===== src/rtl/ipi_pkg.sv =====
package ipi_pkg;

  typedef enum logic [1:0] {
    SH_DEST   = 2'd0,
    SH_SELF   = 2'd1,
    SH_ALL    = 2'd2,
    SH_OTHERS = 2'd3
  } shorthand_e;

  localparam logic [2:0] DM_LOWEST   = 3'b001;
  localparam logic [3:0] FMT_FLAT    = 4'hF;
  localparam logic [3:0] FMT_CLUSTER = 4'h0;
  localparam logic [7:0] DEST_BCAST  = 8'hFF;

  function automatic logic phys_hit(input logic [7:0] dest, input logic [7:0] id);
    return (dest == DEST_BCAST) || (dest == id);
  endfunction

  function automatic logic logical_hit(input logic [7:0] dest, input logic [7:0] lid,
                                       input logic [3:0] fmt);
    logic r;
    case (fmt)
      FMT_FLAT:    r = (lid & dest) != 8'h00;
      FMT_CLUSTER: r = (lid[7:4] == dest[7:4]) && ((lid[3:0] & dest[3:0]) != 4'h0);
      default:     r = 1'b0;
    endcase
    return r;
  endfunction

endpackage


===== src/rtl/ipi_match.sv =====
module ipi_match
  import ipi_pkg::*;
#(
  parameter int N = 8,
  localparam int IDXW = (N > 1) ? $clog2(N) : 1
) (
  input  logic [7:0]      dest,
  input  logic            dest_logical,
  input  logic [1:0]      shorthand,
  input  logic [IDXW-1:0] src,
  input  logic [N*8-1:0]  phys_ids,
  input  logic [N*8-1:0]  log_ids,
  input  logic [N*4-1:0]  fmts,
  output logic [N-1:0]    hit
);

  for (genvar g = 0; g < N; g++) begin : g_tgt
    logic addr_hit;
    logic is_src;

    assign is_src   = (src == IDXW'(g));
    assign addr_hit = dest_logical ? logical_hit(dest, log_ids[g*8 +: 8], fmts[g*4 +: 4])
                                   : phys_hit(dest, phys_ids[g*8 +: 8]);

    always_comb begin
      case (shorthand_e'(shorthand))
        SH_DEST:   hit[g] = addr_hit;
        SH_SELF:   hit[g] = is_src;
        SH_ALL:    hit[g] = 1'b1;
        SH_OTHERS: hit[g] = !is_src;
        default:   hit[g] = 1'b0;
      endcase
    end
  end

endmodule


===== src/rtl/ipi_rr_pick.sv =====
module ipi_rr_pick #(
  parameter int N = 8,
  localparam int IDXW = (N > 1) ? $clog2(N) : 1
) (
  input  logic [N-1:0]    cand,
  input  logic [IDXW-1:0] prev,
  output logic [N-1:0]    pick,
  output logic [IDXW-1:0] pick_idx,
  output logic            found
);

  always_comb begin
    found    = 1'b0;
    pick_idx = prev;
    for (int off = 1; off <= N; off++) begin
      if (!found && cand[(int'(prev) + off) % N]) begin
        found    = 1'b1;
        pick_idx = IDXW'((int'(prev) + off) % N);
      end
    end
    pick = '0;
    if (found) pick[pick_idx] = 1'b1;
  end

endmodule


===== src/rtl/ipi_dispatch.sv =====
module ipi_dispatch
  import ipi_pkg::*;
#(
  parameter int N = 8,
  localparam int IDXW = (N > 1) ? $clog2(N) : 1
) (
  input  logic            clk,
  input  logic            rst_n,
  input  logic            cmd_hi_wr,
  input  logic [31:0]     cmd_hi_din,
  input  logic            cmd_lo_wr,
  input  logic [31:0]     cmd_lo_din,
  input  logic [IDXW-1:0] src_idx,
  input  logic [N*8-1:0]  tgt_phys_id,
  input  logic [N*8-1:0]  tgt_log_id,
  input  logic [N*4-1:0]  tgt_fmt,
  input  logic [N-1:0]    tgt_en,
  output logic [31:0]     cmd_lo_q,
  output logic [31:0]     cmd_hi_q,
  output logic            accept_valid,
  output logic [N-1:0]    accept_vec
);

  localparam int PEND_BIT = 12;

  // Named internal events, visible to the bound checker
  logic [N-1:0]    hit;
  logic [N-1:0]    cand;
  logic [N-1:0]    pick;
  logic [IDXW-1:0] pick_idx;
  logic            pick_found;
  logic            lowest_sel;
  logic [IDXW-1:0] rr_prev;
  logic [N-1:0]    next_vec;

  assign lowest_sel = (cmd_lo_din[10:8] == DM_LOWEST);
  assign cand       = hit & tgt_en;
  assign next_vec   = lowest_sel ? pick : hit;

  ipi_match #(.N(N)) u_match (
    .dest         (cmd_hi_q[31:24]),
    .dest_logical (cmd_lo_din[11]),
    .shorthand    (cmd_lo_din[19:18]),
    .src          (src_idx),
    .phys_ids     (tgt_phys_id),
    .log_ids      (tgt_log_id),
    .fmts         (tgt_fmt),
    .hit          (hit)
  );

  ipi_rr_pick #(.N(N)) u_rr (
    .cand     (cand),
    .prev     (rr_prev),
    .pick     (pick),
    .pick_idx (pick_idx),
    .found    (pick_found)
  );

  always_ff @(posedge clk) begin
    if (!rst_n) begin
      cmd_lo_q     <= '0;
      cmd_hi_q     <= '0;
      accept_valid <= 1'b0;
      accept_vec   <= '0;
      rr_prev      <= IDXW'(N - 1);
    end else begin
      accept_valid <= cmd_lo_wr;
      accept_vec   <= cmd_lo_wr ? next_vec : '0;
      if (cmd_hi_wr) cmd_hi_q <= {cmd_hi_din[31:24], 24'h0};
      if (cmd_lo_wr) cmd_lo_q <= cmd_lo_din & ~(32'd1 << PEND_BIT);
      if (cmd_lo_wr && lowest_sel && pick_found) rr_prev <= pick_idx;
    end
  end

endmodule


===== config.mk =====
export PLATFORM = sky130hd
export DESIGN_NAME = ipi_dispatch
export DESIGN_NICKNAME = d
export VERILOG_FILES = /design/src/rtl/ipi_pkg.sv /design/src/rtl/ipi_match.sv /design/src/rtl/ipi_rr_pick.sv /design/src/rtl/ipi_dispatch.sv
export SDC_FILE = /design/constraint.sdc
export NUM_CORES = 1
export LEC_CHECK = 0
export CAP_MARGIN = 25
export CORE_AREA = 2 2 120 122
export CTS_BUF_LIST = sky130_fd_sc_hd__clkbuf_16
export DETAILED_ROUTE_END_ITERATION = 10
export DIE_AREA = 0 0 122 124
export GPL_ROUTABILITY_DRIVEN = 1
export GPL_TIMING_DRIVEN = 0
export PLACE_DENSITY_LB_ADDON = 0.3
export SLEW_MARGIN = 20
export SYNTH_ARGS = -nofsm -noshare
export SYNTH_HDL_FRONTEND = slang
export SYNTH_SLANG_ARGS = --single-unit

===== constraint.sdc =====
create_clock -name clk -period 7 [get_ports clk]
set_input_delay 0.7 -clock clk [delete_from_list [all_inputs] [get_ports clk]]
set_output_delay 0.7 -clock clk [all_outputs]
set_load 0.01 [all_outputs]

* Yosys cells after proc, flatten, opt, wreduce, memory -nomap -nowiden
Index checks and enable logic that the tools add are counted.
Word-level totals: input port bits 239, register bits after elaboration 51, output and inout bits 73
Operators by class: bitwise operators 25, multiplexer cells 68, equal/unequal tests 36, magnitude comparators 10, $add $sub $neg 8, reductions and logical operators 76
Operator list (number):
- $and A8 B8 Y8 | 9
- $eq A8 B8 Y1 | 8
- $reduce_bool A8 Y1 | 8
- $lt A4 B5 Y1 const B | 8
- $mux W1 | 33
- $and A4 B4 Y4 | 8
- $eq A4 B4 Y1 | 8
- $eq A4 B4 Y1 const B | 8
- $logic_not A4 Y1 | 8
- $pmux W1 S4 | 8
- $reduce_bool A4 Y1 | 8
- $bmux W1 S3 | 8
- $mux W3 | 8
- $reduce_or A3 Y1 | 8
- $logic_and A1 B1 Y1 | 18
- $mux W8 | 2
- $pmux W1 S2 | 8
- $logic_not A1 Y1 | 15
- $add A3 B3 Y3 const B | 4
- $eq A3 B3 Y1 const B | 4
- $and A1 B1 Y1 const A | 8
- $eq A8 B8 Y1 const B | 1
- $logic_or A1 B1 Y1 | 8
- $add A3 B1 Y3 const B | 2
- other kinds (11) | 15

* Logic depth before layout (Yosys ltp)
depth in word-level cells 38, mapped depth 14, depth with buffers taken out 12

* Modules after synthesis
A second synthesis with hierarchy kept.
Unflattened totals: cells, all modules 586, area, all modules 5377.7 um2
By module, submodules not included:
- ipi_dispatch | seq. area each 1021.0 um2, instances 1, cells an instance 212, area an instance 2149.6 um2
- ipi_match | seq. area each 0.0 um2, instances 1, cells an instance 239, area an instance 2015.7 um2
- ipi_rr_pick | seq. area each 0.0 um2, instances 1, cells an instance 135, area an instance 1212.4 um2

* Worst setup path before layout
No wires, ideal clock.
path kind input port to flip-flop, start in tgt_log_id[13], end reg accept_vec[0], path slack 3.307 ns, arrival 3.566 ns, buffers on the path 0, cell stages on the path 12, data required time 6.873 ns, library setup time 0.127 ns, path through ha_1 > or4_1 > o211ai_1 > nand3_1 > nor2_1 > a32oi_1 > mux4_2 > a21oi_1 > o21bai_1 > a21oi_1 > mux2i_1 > o31ai_1
On the way: cells in the longest elaborated chain, start to end 37, elaborated cells on any way between the ends 69, those cells by class 2 x order compare; 1 x eq/ne; 47 x mux; 2 x bitwise; 17 x reduce/logical
RTL lines:
- from (decl) | RTL line ipi_dispatch.sv:15 | input logic [N*8-1:0] tgt_log_id,
- $and A8 B8 Y8 or $eq A4 B4 Y1 (tied branches) | RTL line ipi_pkg.sv:23, ipi_pkg.sv:24
- $reduce_bool A8 Y1 or $logic_and A1 B1 Y1 (tied branches) | RTL line ipi_pkg.sv:23, ipi_pkg.sv:24
- $pmux W1 S2 * | RTL line ipi_pkg.sv:22 | case (fmt)
- $mux W1 * | RTL line ipi_match.sv:22 | assign addr_hit = dest_logical ? logical_hit(dest, log_ids[g*8 +: 8], fmts[g*4 +: 4])
- $pmux W1 S4 * | RTL line ipi_match.sv:26 | case (shorthand_e'(shorthand))
- $and A8 B8 Y8 * | RTL line ipi_dispatch.sv:37 | assign cand = hit & tgt_en;
- $bmux W1 S3 | RTL line ipi_rr_pick.sv:16 | if (!found && cand[(int'(prev) + off) % N]) begin
- $mux W1 (implied by the code) (2 in a row) | RTL line ipi_rr_pick.sv:16
- (+20 left out)
- $logic_and A1 B1 Y1 | RTL line ipi_rr_pick.sv:16
- $mux W3 | RTL line ipi_rr_pick.sv:16
- $lt A3 B4 Y1 (implied by the code) or $ge A3 B1 Y1 (tied branches) | RTL line ipi_rr_pick.sv:22 | if (found) pick[pick_idx] = 1'b1;
- $logic_and A1 B1 Y1 (implied by the code) | RTL line ipi_rr_pick.sv:22
- $mux W1 (implied by the code) | RTL line ipi_rr_pick.sv:22
- $demux W1 S3
- $mux W8 * | RTL line ipi_rr_pick.sv:22
- $mux W8 * | RTL line ipi_dispatch.sv:38 | assign next_vec = lowest_sel ? pick : hit;
- to (signal assigned) | RTL line ipi_dispatch.sv:68 | accept_vec <= cmd_lo_wr ? next_vec : '0;
- to (decl) | RTL line ipi_dispatch.sv:21 | output logic [N-1:0] accept_vec
Mark *: on every way between the ends. The rest lies on a longest branch, timed or not. The select of a mux whose other input is x is not followed. A chain may end at the register's enable or synchronous reset.

* Worst setup path in the final report
Same ends and word-level chain as after synthesis.

==> results_dict.tcl <==
set metrics [dict create \
    layout-drive-gt1-share 0.09080 \
    synth_cells 568 \
    first_pass_iters 5 \
    r2r-end "accept_vec[0]" \
    multi_input_area_um2 3780 \
    fill_cells 1296 \
    core_area_um2 13720 \
    die_y_um 124 \
    via_per_inst 5.350 \
    clk_latency_ps 290 \
    criticalPathCategory "input port to register" \
    yosys.area.top_type_share 0.2000 \
    cts_sinks 51 \
    yosysSeqAreaShare 0.2000 \
    reg2reg_depth 12 \
    dp_hpwl_um 16150 \
    cp_max_fo 5 \
    setup_viol 0 \
    worstMarginPinSlew_ps 820.6 \
    ys.flop_type "dfxtp_1" \
    whs_endpoint "cmd_lo_q[27]" \
    io_buffers 259 \
    cts_made_buffers 5 \
    grt_pass1_wl_um 29770 \
    fp.dieArea_um2 15130 \
    ys_ff_latch 51 \
    die_w_um 122 \
    p_leak_nw 3.368 \
    wl_per_cell_um 18.69 \
    grt_max_degree 17 \
    fin_crit_sh 0.6655 \
    post_dp_cell_area_um2 8013 \
    seq_area_um2 1021 \
    critPathArrivalTime_ps 4820 \
    ctsRootBufferMaster "clkbuf_16" \
    initial_core_util 0.3721 \
    p_per_area_nw_per_um2 128.3 \
    antenna_left 0 \
    cts-htree-levels 2 \
    cts_tree "yes" \
    hold-path-cell-count 2 \
    grt_overflow 0 \
    irDropWorstVdd_uv 156.3 \
    synth.top_cells.by_area "dfxtp_1, xor2_1, mux2i_1" \
    worstPathRequired_ps 7160 \
    antenna_found_initial 3 \
    yosys.area.top_type "dfxtp_1" \
    rsz0062_at_grt "no" \
    final_area_um2 8159 \
    drtIter0Drc 310 \
    post_cts_buffers 0 \
    cts_resized 0 \
    ys_types 62 \
    netlist_area_um2 5105 \
    hp-start "cmd_lo_q[27]" \
    synth_commonest_cells "xor2_1, mux2i_1, dfxtp_1" \
    cts.hold.buffers_added 0 \
    final-max-slew-violation-count 0 \
    cap_violations 0 \
    rows 43 \
    clk_pin_slew_worst_paths_ps 70 \
    synth-edff-count 0 \
    clock_path_buffers 2 \
    fmax_ghz 0.2147 \
    hold_viol_final 0 \
    grt_pass1_vias 5444 \
    period_needed_ps 4659 \
    fin_worst_skew_ps 8.862 \
    track_usage 0.2556 \
    max_slew_margin 0.4490 \
    drc 0 \
    critPathCaptureType "register" \
    ios 312 \
    r2r_start "rr_prev[0]" \
    synthArstFlopShare 0 \
    tns_ps 0 \
    area_growth_pct 59.83 \
    vias 5564 \
    gp_congestion 1.002 \
    run_status "finished clean" \
    yosysMostFrequentCell "xor2_1" \
    drt-total-wl_um 19440 \
    critPathLaunchType "input port" \
    worst-r2r-setup-slack_ps 2480 \
    layout.nets 1131 \
    ys_warn_count 0 \
    postSynthAreaPerCell_um2 8.987 \
    min_path_type "register to register" \
    final_core_util 0.5947 \
]
[placed cells by master, fill, tap and decap left out, types with 4 or more instances in the layout]
cell type / count
buf_4: 36
o21ai_0: 7
dfxtp_1: 51
a22oi_1: 16
clkbuf_16: 5
conb_1: 25
a32oi_1: 5
xor2_1: 65
nor4_1: 24
nor3_1: 9
o31ai_1: 8
mux2i_1: 54
nand2_1: 23
mux4_2: 10
buf_1: 4
o211ai_1: 13
o2111ai_1: 8
nand3_1: 13
or4_1: 16
a21oi_1: 13
nor3b_1: 4
clkdlybuf4s50_1: 259
nor2b_1: 49
nand4_1: 10
clkbuf_1: 15
ha_1: 34
a32o_1: 5
nor2_1: 17
[power breakdown]
group | internal, mW | switching (mW) | leakage (nW)
Sequential | 0.308 | 0.0136 | 0.421
Clock | 0.133 | 0.109 | 0.0740
Combinational | 0.265 | 0.219 | 2.87
[per-stage QoR]
step / hold slack, ps / setup slack (ps) / cells / power (mW)
2_1_floorplan: 538.4 / 3307 / 592 / 0.5780
4_1_cts: 526.8 / 2439 / 1039 / 1.055
6_report: 523.1 / 2341 / 1040 / 1.047
3_3_place_gp: 495.9 / 2113 / 1031 / 0.8037
3_5_place_dp: 507.3 / 2121 / 1031 / 0.8062
5_1_grt: 539.4 / 2126 / 1039 / 1.111
[metal layers]
metal	vias up	part of all wire	GRT usage	wire [µm]
li1	2679	-	-	-
met1	2541	0.40	0.3004	7771
met2	302	0.45	0.4309	8753
met3	38	0.12	0.09386	2400
met4	4	0.025	0.08621	491
met5	-	0.0012	0	23
[worst max path at each step]
stage / startpoint / end / slack, ps / cells after the start
2_1_floorplan: tgt_log_id[13] / accept_vec[0] / 3310 / 12
3_3_place_gp: tgt_log_id[13] / accept_vec[0] / 2110 / 13
3_5_place_dp: tgt_log_id[13] / accept_vec[0] / 2120 / 13
4_1_cts: tgt_log_id[13] / accept_vec[0] / 2440 / 13
5_1_grt: rr_prev[0] / accept_vec[6] / 2130 / 12
6_report: tgt_log_id[13] / accept_vec[0] / 2340 / 13
[kinds of logic (layout without fill, tap and decap cells)]
kind of cell | count (synthesis) | after routing | synth area share
multiplexers | 66 | 66 | 0.1544
XOR/XNOR | 67 | 67 | 0.1150
other | 1 | 26 | 0.0007346
flip-flops | 51 | 51 | 0.2000
AND/OR/NAND/NOR | 186 | 186 | 0.2199
adder cells (fa/ha/maj) | 34 | 34 | 0.08333
AO/OA/AOI/OAI | 100 | 100 | 0.1495
buffers and inverters | 63 | 330 | 0.07720
[cell type report]
class	instances	share of cell area
plain buffers	58	0.04601
inverters	5	0.002300
well taps	180	0.02760
repair buffers	259	0.3177
clock buffers	5	0.01534
multi-input cells	478	0.4633
flip-flops and latches	51	0.1251
diodes	1	0.0003067
clock inverters	3	0.002300
[registers in the layout, indices dropped and copies added (netlist names)]
| name | cells |
|---|---|
| accept_valid | 1 |
| accept_vec | 8 |
| cmd_hi_q | 8 |
| cmd_lo_q | 31 |
| rr_prev | 3 |
[worst max-delay path, stage by stage]
cell and delay, ps:
clkdlybuf4s50_1 410, ha_1 280, or4_1 520, o211ai_1 220, nand3_1 130, nor2_1 420, a32oi_1 310, mux4_2 580
a21oi_1 150, o21bai_1 70, a21oi_1 440, mux2i_1 430, o31ai_1 150
No activity file was read; power rests on OpenSTA's default activity.
